==> config.mk <==
export PLATFORM = sky130hd
export DESIGN_NAME = deadline_timer_unit
export DESIGN_NICKNAME = d
export VERILOG_FILES = /design/src/rtl/dl_pkg.sv /design/src/rtl/dl_req_decode.sv /design/src/rtl/dl_slot.sv /design/src/rtl/deadline_timer_unit.sv
export SDC_FILE = /design/constraint.sdc
export NUM_CORES = 1
export LEC_CHECK = 0
export BUFFER_PORTS_ARGS = -buffer_cell sky130_fd_sc_hd__buf_2
export CAP_MARGIN = 20
export CORE_MARGIN = 2
export CORE_UTILIZATION = 41
export DETAILED_ROUTE_END_ITERATION = 10
export PLACE_DENSITY_LB_ADDON = 0.3
export SETUP_SLACK_MARGIN = 0.5
export SLEW_MARGIN = 15
export SYNTH_ARGS = -nofsm -noshare
export SYNTH_HDL_FRONTEND = slang
export SYNTH_HIERARCHICAL = 1
export SYNTH_SLANG_ARGS = --single-unit
export TNS_END_PERCENT = 1
==> constraint.sdc <==
create_clock -name clk -period 2.6 [get_ports clk]
set_input_delay 0.13 -clock clk [delete_from_list [all_inputs] [get_ports clk]]
set_output_delay 0.13 -clock clk [all_outputs]
set_load 0.01 [all_outputs]
==> src/rtl/dl_pkg.sv <==
package dl_pkg;

  // What a timer slot does on the coming edge.
  typedef enum logic [2:0] {
    ACT_IDLE,    // zero, nothing requested
    ACT_LOAD,    // zero or expiring, fresh request loads directly
    ACT_COUNT,   // running, just decrement
    ACT_PARK,    // running, request parked, thread stalls
    ACT_RELOAD,  // expiring with a parked count: swap it in
    ACT_MISS     // expiring with nothing waiting
  } slot_act_e;

  function automatic slot_act_e pick_action(input logic at_zero,
                                            input logic at_one,
                                            input logic parked,
                                            input logic hit);
    slot_act_e a;
    if (at_zero)      a = hit ? ACT_LOAD : ACT_IDLE;
    else if (at_one) begin
      if (parked)     a = ACT_RELOAD;
      else if (hit)   a = ACT_LOAD;
      else            a = ACT_MISS;
    end
    else if (hit && !parked) a = ACT_PARK;
    else              a = ACT_COUNT;
    return a;
  endfunction

endpackage

==> src/rtl/dl_req_decode.sv <==
module dl_req_decode #(
  parameter int NUM_THR = 6,
  parameter int TID_W   = 3
) (
  input  logic               req_valid,
  input  logic [TID_W-1:0]   req_thread,
  output logic [NUM_THR-1:0] hit_vec
);

  for (genvar t = 0; t < NUM_THR; t++) begin : g_hit
    assign hit_vec[t] = req_valid && (req_thread == TID_W'(t));
  end

endmodule

==> src/rtl/dl_slot.sv <==
module dl_slot
  import dl_pkg::*;
#(
  parameter int CNT_W = 32
) (
  input  logic             clk,
  input  logic             rst_n,
  input  logic             hit,
  input  logic [CNT_W-1:0] req_count,
  input  logic             miss_clr,
  output logic             stall,
  output logic             missed,
  output logic             miss_evt
);

  logic [CNT_W-1:0] cnt_q, cnt_d;
  logic [CNT_W-1:0] park_q, park_d;
  logic             parked_q, parked_d;
  logic             missed_q;
  slot_act_e        act;

  // Saturating decrement: a zero timer stays at zero.
  function automatic logic [CNT_W-1:0] dec_sat(input logic [CNT_W-1:0] v);
    return (v == '0) ? '0 : v - CNT_W'(1);
  endfunction

  assign act = pick_action(cnt_q == '0, cnt_q == CNT_W'(1), parked_q, hit);

  always_comb begin
    cnt_d    = dec_sat(cnt_q);
    park_d   = park_q;
    parked_d = parked_q;
    case (act)
      ACT_LOAD:   cnt_d = req_count;
      ACT_PARK: begin
        parked_d = 1'b1;
        park_d   = req_count;
      end
      ACT_RELOAD: begin
        cnt_d    = park_q;
        parked_d = 1'b0;
      end
      default: ;
    endcase
  end

  assign miss_evt = (act == ACT_MISS);

  always_ff @(posedge clk or negedge rst_n) begin
    if (!rst_n) begin
      cnt_q    <= '0;
      park_q   <= '0;
      parked_q <= 1'b0;
      missed_q <= 1'b0;
    end else begin
      cnt_q    <= cnt_d;
      park_q   <= park_d;
      parked_q <= parked_d;
      if (miss_evt)      missed_q <= 1'b1;
      else if (miss_clr) missed_q <= 1'b0;
    end
  end

  assign stall  = parked_q;
  assign missed = missed_q;

endmodule

==> src/rtl/deadline_timer_unit.sv <==
module deadline_timer_unit #(
  parameter int NUM_THR = 6,
  parameter int CNT_W   = 32,
  localparam int TID_W  = (NUM_THR > 1) ? $clog2(NUM_THR) : 1
) (
  input  logic               clk,
  input  logic               rst_n,
  input  logic               req_valid,
  input  logic [TID_W-1:0]   req_thread,
  input  logic [CNT_W-1:0]   req_count,
  input  logic               exc_mode_en,
  input  logic [NUM_THR-1:0] miss_clr,
  output logic [NUM_THR-1:0] thread_stall,
  output logic [NUM_THR-1:0] miss_flag,
  output logic [NUM_THR-1:0] miss_exc
);

  // Internal events, named for the checker.
  logic [NUM_THR-1:0] hit_vec;
  logic [NUM_THR-1:0] miss_evt_vec;
  logic [NUM_THR-1:0] exc_q;

  dl_req_decode #(.NUM_THR(NUM_THR), .TID_W(TID_W)) u_dec (
    .req_valid (req_valid),
    .req_thread(req_thread),
    .hit_vec   (hit_vec)
  );

  for (genvar t = 0; t < NUM_THR; t++) begin : g_slot
    dl_slot #(.CNT_W(CNT_W)) u_slot (
      .clk      (clk),
      .rst_n    (rst_n),
      .hit      (hit_vec[t]),
      .req_count(req_count),
      .miss_clr (miss_clr[t]),
      .stall    (thread_stall[t]),
      .missed   (miss_flag[t]),
      .miss_evt (miss_evt_vec[t])
    );
  end

  always_ff @(posedge clk or negedge rst_n) begin
    if (!rst_n) exc_q <= '0;
    else        exc_q <= miss_evt_vec & {NUM_THR{exc_mode_en}};
  end

  assign miss_exc = exc_q;

endmodule

==> run_summary.xml <==
<?xml version="1.0" encoding="UTF-8"?>
<metrics>
  <group name="outcome">
    <metric name="status" unit="">finished clean</metric>
  </group>
  <group name="drt">
    <metric name="postRouteAntennaNets" unit="">0</metric>
    <metric name="met2_length" unit="mm">27.80</metric>
    <metric name="wl_per_cell" unit="µm">23.47</metric>
    <metric name="viasPerCell" unit="">6.054</metric>
    <metric name="detailedRoute.firstIterationViolations" unit="">1387</metric>
    <metric name="num_vias" unit="">15900</metric>
    <metric name="routed_wirelength" unit="mm">61.64</metric>
    <metric name="routed-wl-met3" unit="mm">3.686</metric>
    <metric name="top_signal_layer_used" unit="">met4</metric>
    <metric name="drt-met1-wl" unit="mm">28.01</metric>
    <metric name="drtPass1Iterations" unit="">5</metric>
    <metric name="drc" unit="">0</metric>
  </group>
  <group name="grt">
    <metric name="grt_pass1_wl" unit="mm">92.69</metric>
    <metric name="largest_net_degree_at_the_start_of_global_routing" unit="">92</metric>
    <metric name="vias_in_the_first_global_route" unit="">16070</metric>
    <metric name="globalRoute.totalOverflow" unit="">0</metric>
    <metric name="antenna_found_initial" unit="">0</metric>
    <metric name="grt.total_usage" unit="%">22.46</metric>
  </group>
  <group name="power_and_ir_drop">
    <metric name="clock_power_share" unit="%">39.4</metric>
    <metric name="sw_share" unit="%">28.57</metric>
    <metric name="p_int" unit="W">0.01189</metric>
    <metric name="power_density" unit="nW/µm²">630.3</metric>
    <metric name="p_leak" unit="nW">10.67</metric>
    <metric name="vdd.ir_drop.worst" unit="mV">0.4706</metric>
    <metric name="power_frac_comb" unit="%">15.8</metric>
    <metric name="sequentialPowerShare" unit="%">44.8</metric>
    <metric name="net_switching" unit="W">0.004754</metric>
  </group>
  <group name="setup_path">
    <metric name="cp-startpoint" unit="">g_slot[0].u_slot/cnt_q[13]</metric>
    <metric name="worstReg2RegStart" unit="">g_slot[0].u_slot/cnt_q[13]</metric>
    <metric name="timing_worst_setup_path_type" unit="">reg2reg</metric>
    <metric name="peak_fanout_along_the_critical_path" unit="">29</metric>
    <metric name="timing.critical_path.from_type" unit="">flop</metric>
    <metric name="path_cells" unit="">or4_4 -&gt; nor4_4 -&gt; nand4_1 -&gt; o211ai_4 -&gt; buf_12 -&gt; mux2_4</metric>
    <metric name="worst_setup_path_end_kind" unit="">flop</metric>
    <metric name="rr_worst_depth" unit="">6</metric>
    <metric name="r2r_end" unit="">g_slot[0].u_slot/park_q[6]</metric>
    <metric name="timing.critical_path.arrival" unit="ns">3.02</metric>
    <metric name="buf_inv_stages_crit_path" unit="">1</metric>
    <metric name="critical_path_depth" unit="">6</metric>
    <metric name="critical-path-top-delay-family" unit="">simple AND/OR/NAND/NOR gates</metric>
    <metric name="cp-endpoint" unit="">g_slot[0].u_slot/park_q[6]</metric>
    <metric name="register_to_register_path_setup_slack" unit="ns">0.04</metric>
    <metric name="required" unit="ns">3.06</metric>
    <metric name="worst_path_largest_cell_delay" unit="ns">0.54</metric>
    <metric name="critPathSlowestCell" unit="">sky130_fd_sc_hd__or4_4</metric>
  </group>
  <group name="synthesis">
    <metric name="synth.yosys.seq_area_share" unit="%">48.55</metric>
    <metric name="synth_warnings" unit="">6</metric>
    <metric name="synth.avg_cell_area" unit="µm²">11.61</metric>
    <metric name="synth_largest_type_area_fraction" unit="%">48.55</metric>
    <metric name="count_leader_synth" unit="">sky130_fd_sc_hd__dfrtp_1</metric>
    <metric name="top_ff_cell_synth" unit="">sky130_fd_sc_hd__dfrtp_1</metric>
    <metric name="synthDominantAreaCellType" unit="">sky130_fd_sc_hd__dfrtp_1</metric>
    <metric name="synth_cell_types" unit="">57</metric>
    <metric name="ys_async_sr_fraction" unit="%">100.0</metric>
    <metric name="synth_commonest_cells" unit="">402 x sky130_fd_sc_hd__dfrtp_1, 150 x sky130_fd_sc_hd__a22oi_1, 135 x sky130_fd_sc_hd__o22ai_1</metric>
    <metric name="syn-cell-area" unit="µm²">20720</metric>
    <metric name="postSynthNetCount" unit="">1842</metric>
    <metric name="synth_seq_cells" unit="">402</metric>
    <metric name="synth_area_leaders" unit="">sky130_fd_sc_hd__dfrtp_1 49%, sky130_fd_sc_hd__mux2_4 6.5%, sky130_fd_sc_hd__a22oi_1 5.4%</metric>
    <metric name="postSynthCellCount" unit="">1785</metric>
    <metric name="edff_count_synth" unit="">0</metric>
  </group>
  <group name="die">
    <metric name="placeableCoreArea" unit="µm²">50070</metric>
    <metric name="num_rows" unit="">82</metric>
    <metric name="die_h" unit="µm">228.8</metric>
    <metric name="floorplan.die_area" unit="µm²">52350</metric>
    <metric name="die_width" unit="µm">228.8</metric>
    <metric name="num_io_pins" unit="">63</metric>
    <metric name="initial_core_util" unit="%">41.38</metric>
  </group>
  <group name="sta">
    <metric name="layout_min_cycle_time" unit="ns">2.559</metric>
    <metric name="maxSlewHeadroom" unit="%">53.72</metric>
    <metric name="worst-slew-pin-transition" unit="ns">0.6942</metric>
    <metric name="min_period_over_period" unit="%">98.44</metric>
    <metric name="final_hold_slack" unit="ns">0.08016</metric>
    <metric name="finalMaxSlewViolations" unit="">0</metric>
    <metric name="max_freq" unit="MHz">390.7</metric>
    <metric name="post_route_skew" unit="ns">0.02299</metric>
    <metric name="grt_setup_unrepaired" unit="">yes</metric>
    <metric name="final-hold-violation-count" unit="">0</metric>
    <metric name="setup_viol" unit="">0</metric>
  </group>
  <group name="finish">
    <metric name="layout.filler_cells" unit="">4318</metric>
    <metric name="post_route_cells_drive_above_1_share" unit="%">37.31</metric>
    <metric name="diodes" unit="">0</metric>
    <metric name="layoutNonFillerInstCount" unit="">2626</metric>
    <metric name="finish.net_count" unit="">1984</metric>
    <metric name="area_growth_syn_to_layout" unit="%">27.42</metric>
  </group>
  <group name="run">
    <metric name="max_cap_violations" unit="">0</metric>
  </group>
  <group name="placement">
    <metric name="dp_hpwl" unit="mm">36.67</metric>
    <metric name="placedCellCount" unit="">2517</metric>
    <metric name="gpl.final_weighted_congestion" unit="">0.9081</metric>
    <metric name="buffer_ports.inserted" unit="">62</metric>
  </group>
  <group name="clock_network">
    <metric name="cts.clk_slew.worst_paths" unit="ns">0.06</metric>
    <metric name="cts_htree_levels" unit="">2</metric>
    <metric name="max-clock-path-buffers" unit="">3</metric>
    <metric name="tritoncts_clock_tree" unit="">built</metric>
    <metric name="clock_latency" unit="ns">0.59</metric>
    <metric name="cts.sink_count" unit="">402</metric>
    <metric name="cts-buffers-inserted" unit="">46</metric>
    <metric name="cts-root-buf" unit="">sky130_fd_sc_hd__clkbuf_16</metric>
  </group>
  <group name="worst_hold_path">
    <metric name="timing.hold.worst.class" unit="">in2reg</metric>
  </group>
</metrics>
cell usage in the layout, fill, tap and decap left out, types with 18 or more instances in the layout:
cell type	count
sky130_fd_sc_hd__dfrtp_1	392
sky130_fd_sc_hd__mux2_4	161
sky130_fd_sc_hd__a22oi_1	149
sky130_fd_sc_hd__xnor2_1	126
sky130_fd_sc_hd__buf_4	100
sky130_fd_sc_hd__o22ai_2	90
sky130_fd_sc_hd__nor2_1	63
sky130_fd_sc_hd__buf_2	61
sky130_fd_sc_hd__clkbuf_16	50
sky130_fd_sc_hd__a221o_1	45
sky130_fd_sc_hd__nor3_1	44
sky130_fd_sc_hd__nor4_1	38
sky130_fd_sc_hd__nor4_4	32
sky130_fd_sc_hd__xor2_1	31
sky130_fd_sc_hd__o22ai_1	30
sky130_fd_sc_hd__inv_1	27
sky130_fd_sc_hd__nand2_1	25
sky130_fd_sc_hd__and3_1	24
sky130_fd_sc_hd__nand3_1	24
sky130_fd_sc_hd__mux2_1	23
sky130_fd_sc_hd__nand4_1	21
sky130_fd_sc_hd__buf_6	19
sky130_fd_sc_hd__buf_12	19
sky130_fd_sc_hd__o22ai_4	18
flip-flops by register name (all words and copies together), names as in the netlist:
| signal | cells |
|---|---|
| g_slot.u_slot/cnt_q | 192 |
| g_slot.u_slot/missed | 6 |
| g_slot.u_slot/park_q | 192 |
| g_slot.u_slot/stall | 6 |
| miss_exc | 6 |
cells by family after synthesis:
logic type	synth area share, %
compound gates	15.04
xor+xnor	6.721
fa+ha+maj	0.7246
buf+inv	3.460
flops	48.55
mux	12.37
simple gates	13.13
stage by stage:
step | setup slack (ns) | cell area (µm²) | setup TNS (ns) | utilization (%) | total power [W]
2_1_floorplan | 0.07763 | 20840 | 0 | - | 0.008669
3_3_place_gp | -0.1561 | 22430 | -0.5092 | 44.81 | 0.009477
3_5_place_dp | -0.1717 | 22430 | -0.5758 | 44.81 | 0.009550
4_1_cts | 0.09829 | 24240 | 0 | 48.41 | 0.01620
5_1_grt | -0.04142 | 26400 | -0.6069 | 52.73 | 0.01729
6_report | 0.04054 | 26400 | 0 | 52.73 | 0.01664
tightest hold or removal path, delay by kind of cell:
kind,cells,cell delay (ns)
AOI/OAI and AO/OA,1,0.08
buffers and inverters,1,0.27
and+or+nand+nor,1,0.13
power by group through the flow:
| stage | clock, W | sequential [W] | combinational [W] |
|---|---|---|---|
| after floorplan | 0 | 0.00735 | 0.00132 |
| after global placement | 0 | 0.00743 | 0.00205 |
| after detailed placement | 0 | 0.00747 | 0.00208 |
| after CTS | 0.00667 | 0.00738 | 0.00215 |
| after global routing | 0.00693 | 0.00753 | 0.00284 |
| final | 0.00656 | 0.00746 | 0.00262 |
what timing repair did:
item                       CTS  global route
cloned                       2             4
setup endpoints to repair  399           400
gates resized for setup     15           389
hold endpoints to repair   135             6
pin swaps                   13           144
hold buffers                 7             1
setup buffers               13             7
cell type report:
cell class              instances  area [µm²]  share of cell area, %
flip-flops and latches        402       10070                  38.15
inverters                      30       123.9                 0.4692
well taps                     672       840.8                  3.185
repair buffers                216        1926                  7.294
multi-input cells            1231       11930                  45.19
clock inverters                15       192.7                 0.7299
clock buffers                  60        1315                  4.981
worst min path at each step:
stage / slack [ns] / from / cells after the start / endpoint
after floorplan: -0.17 / rst_n / 0 / g_slot[0].u_slot/cnt_q[0]
after global placement: 0.12 / rst_n / 1 / g_slot[3].u_slot/park_q[18]
after detailed placement: 0.13 / rst_n / 1 / g_slot[3].u_slot/park_q[18]
after CTS: -0.08 / exc_mode_en / 2 / miss_exc[0]
after global routing: 0.08 / req_count[1] / 3 / g_slot[0].u_slot/cnt_q[1]
final: 0.08 / req_count[1] / 3 / g_slot[0].u_slot/cnt_q[1]
per-layer routing:
| layer | GRT usage (%) | vias up |
|---|---|---|
| met5 | 0 | - |
| met4 | 7.955 | 0 |
| met3 | 3.580 | 116 |
| met2 | 34.69 | 466 |
| li1 | - | 7106 |
| met1 | 32.04 | 8211 |
No activity file was read; power rests on OpenSTA's default activity.
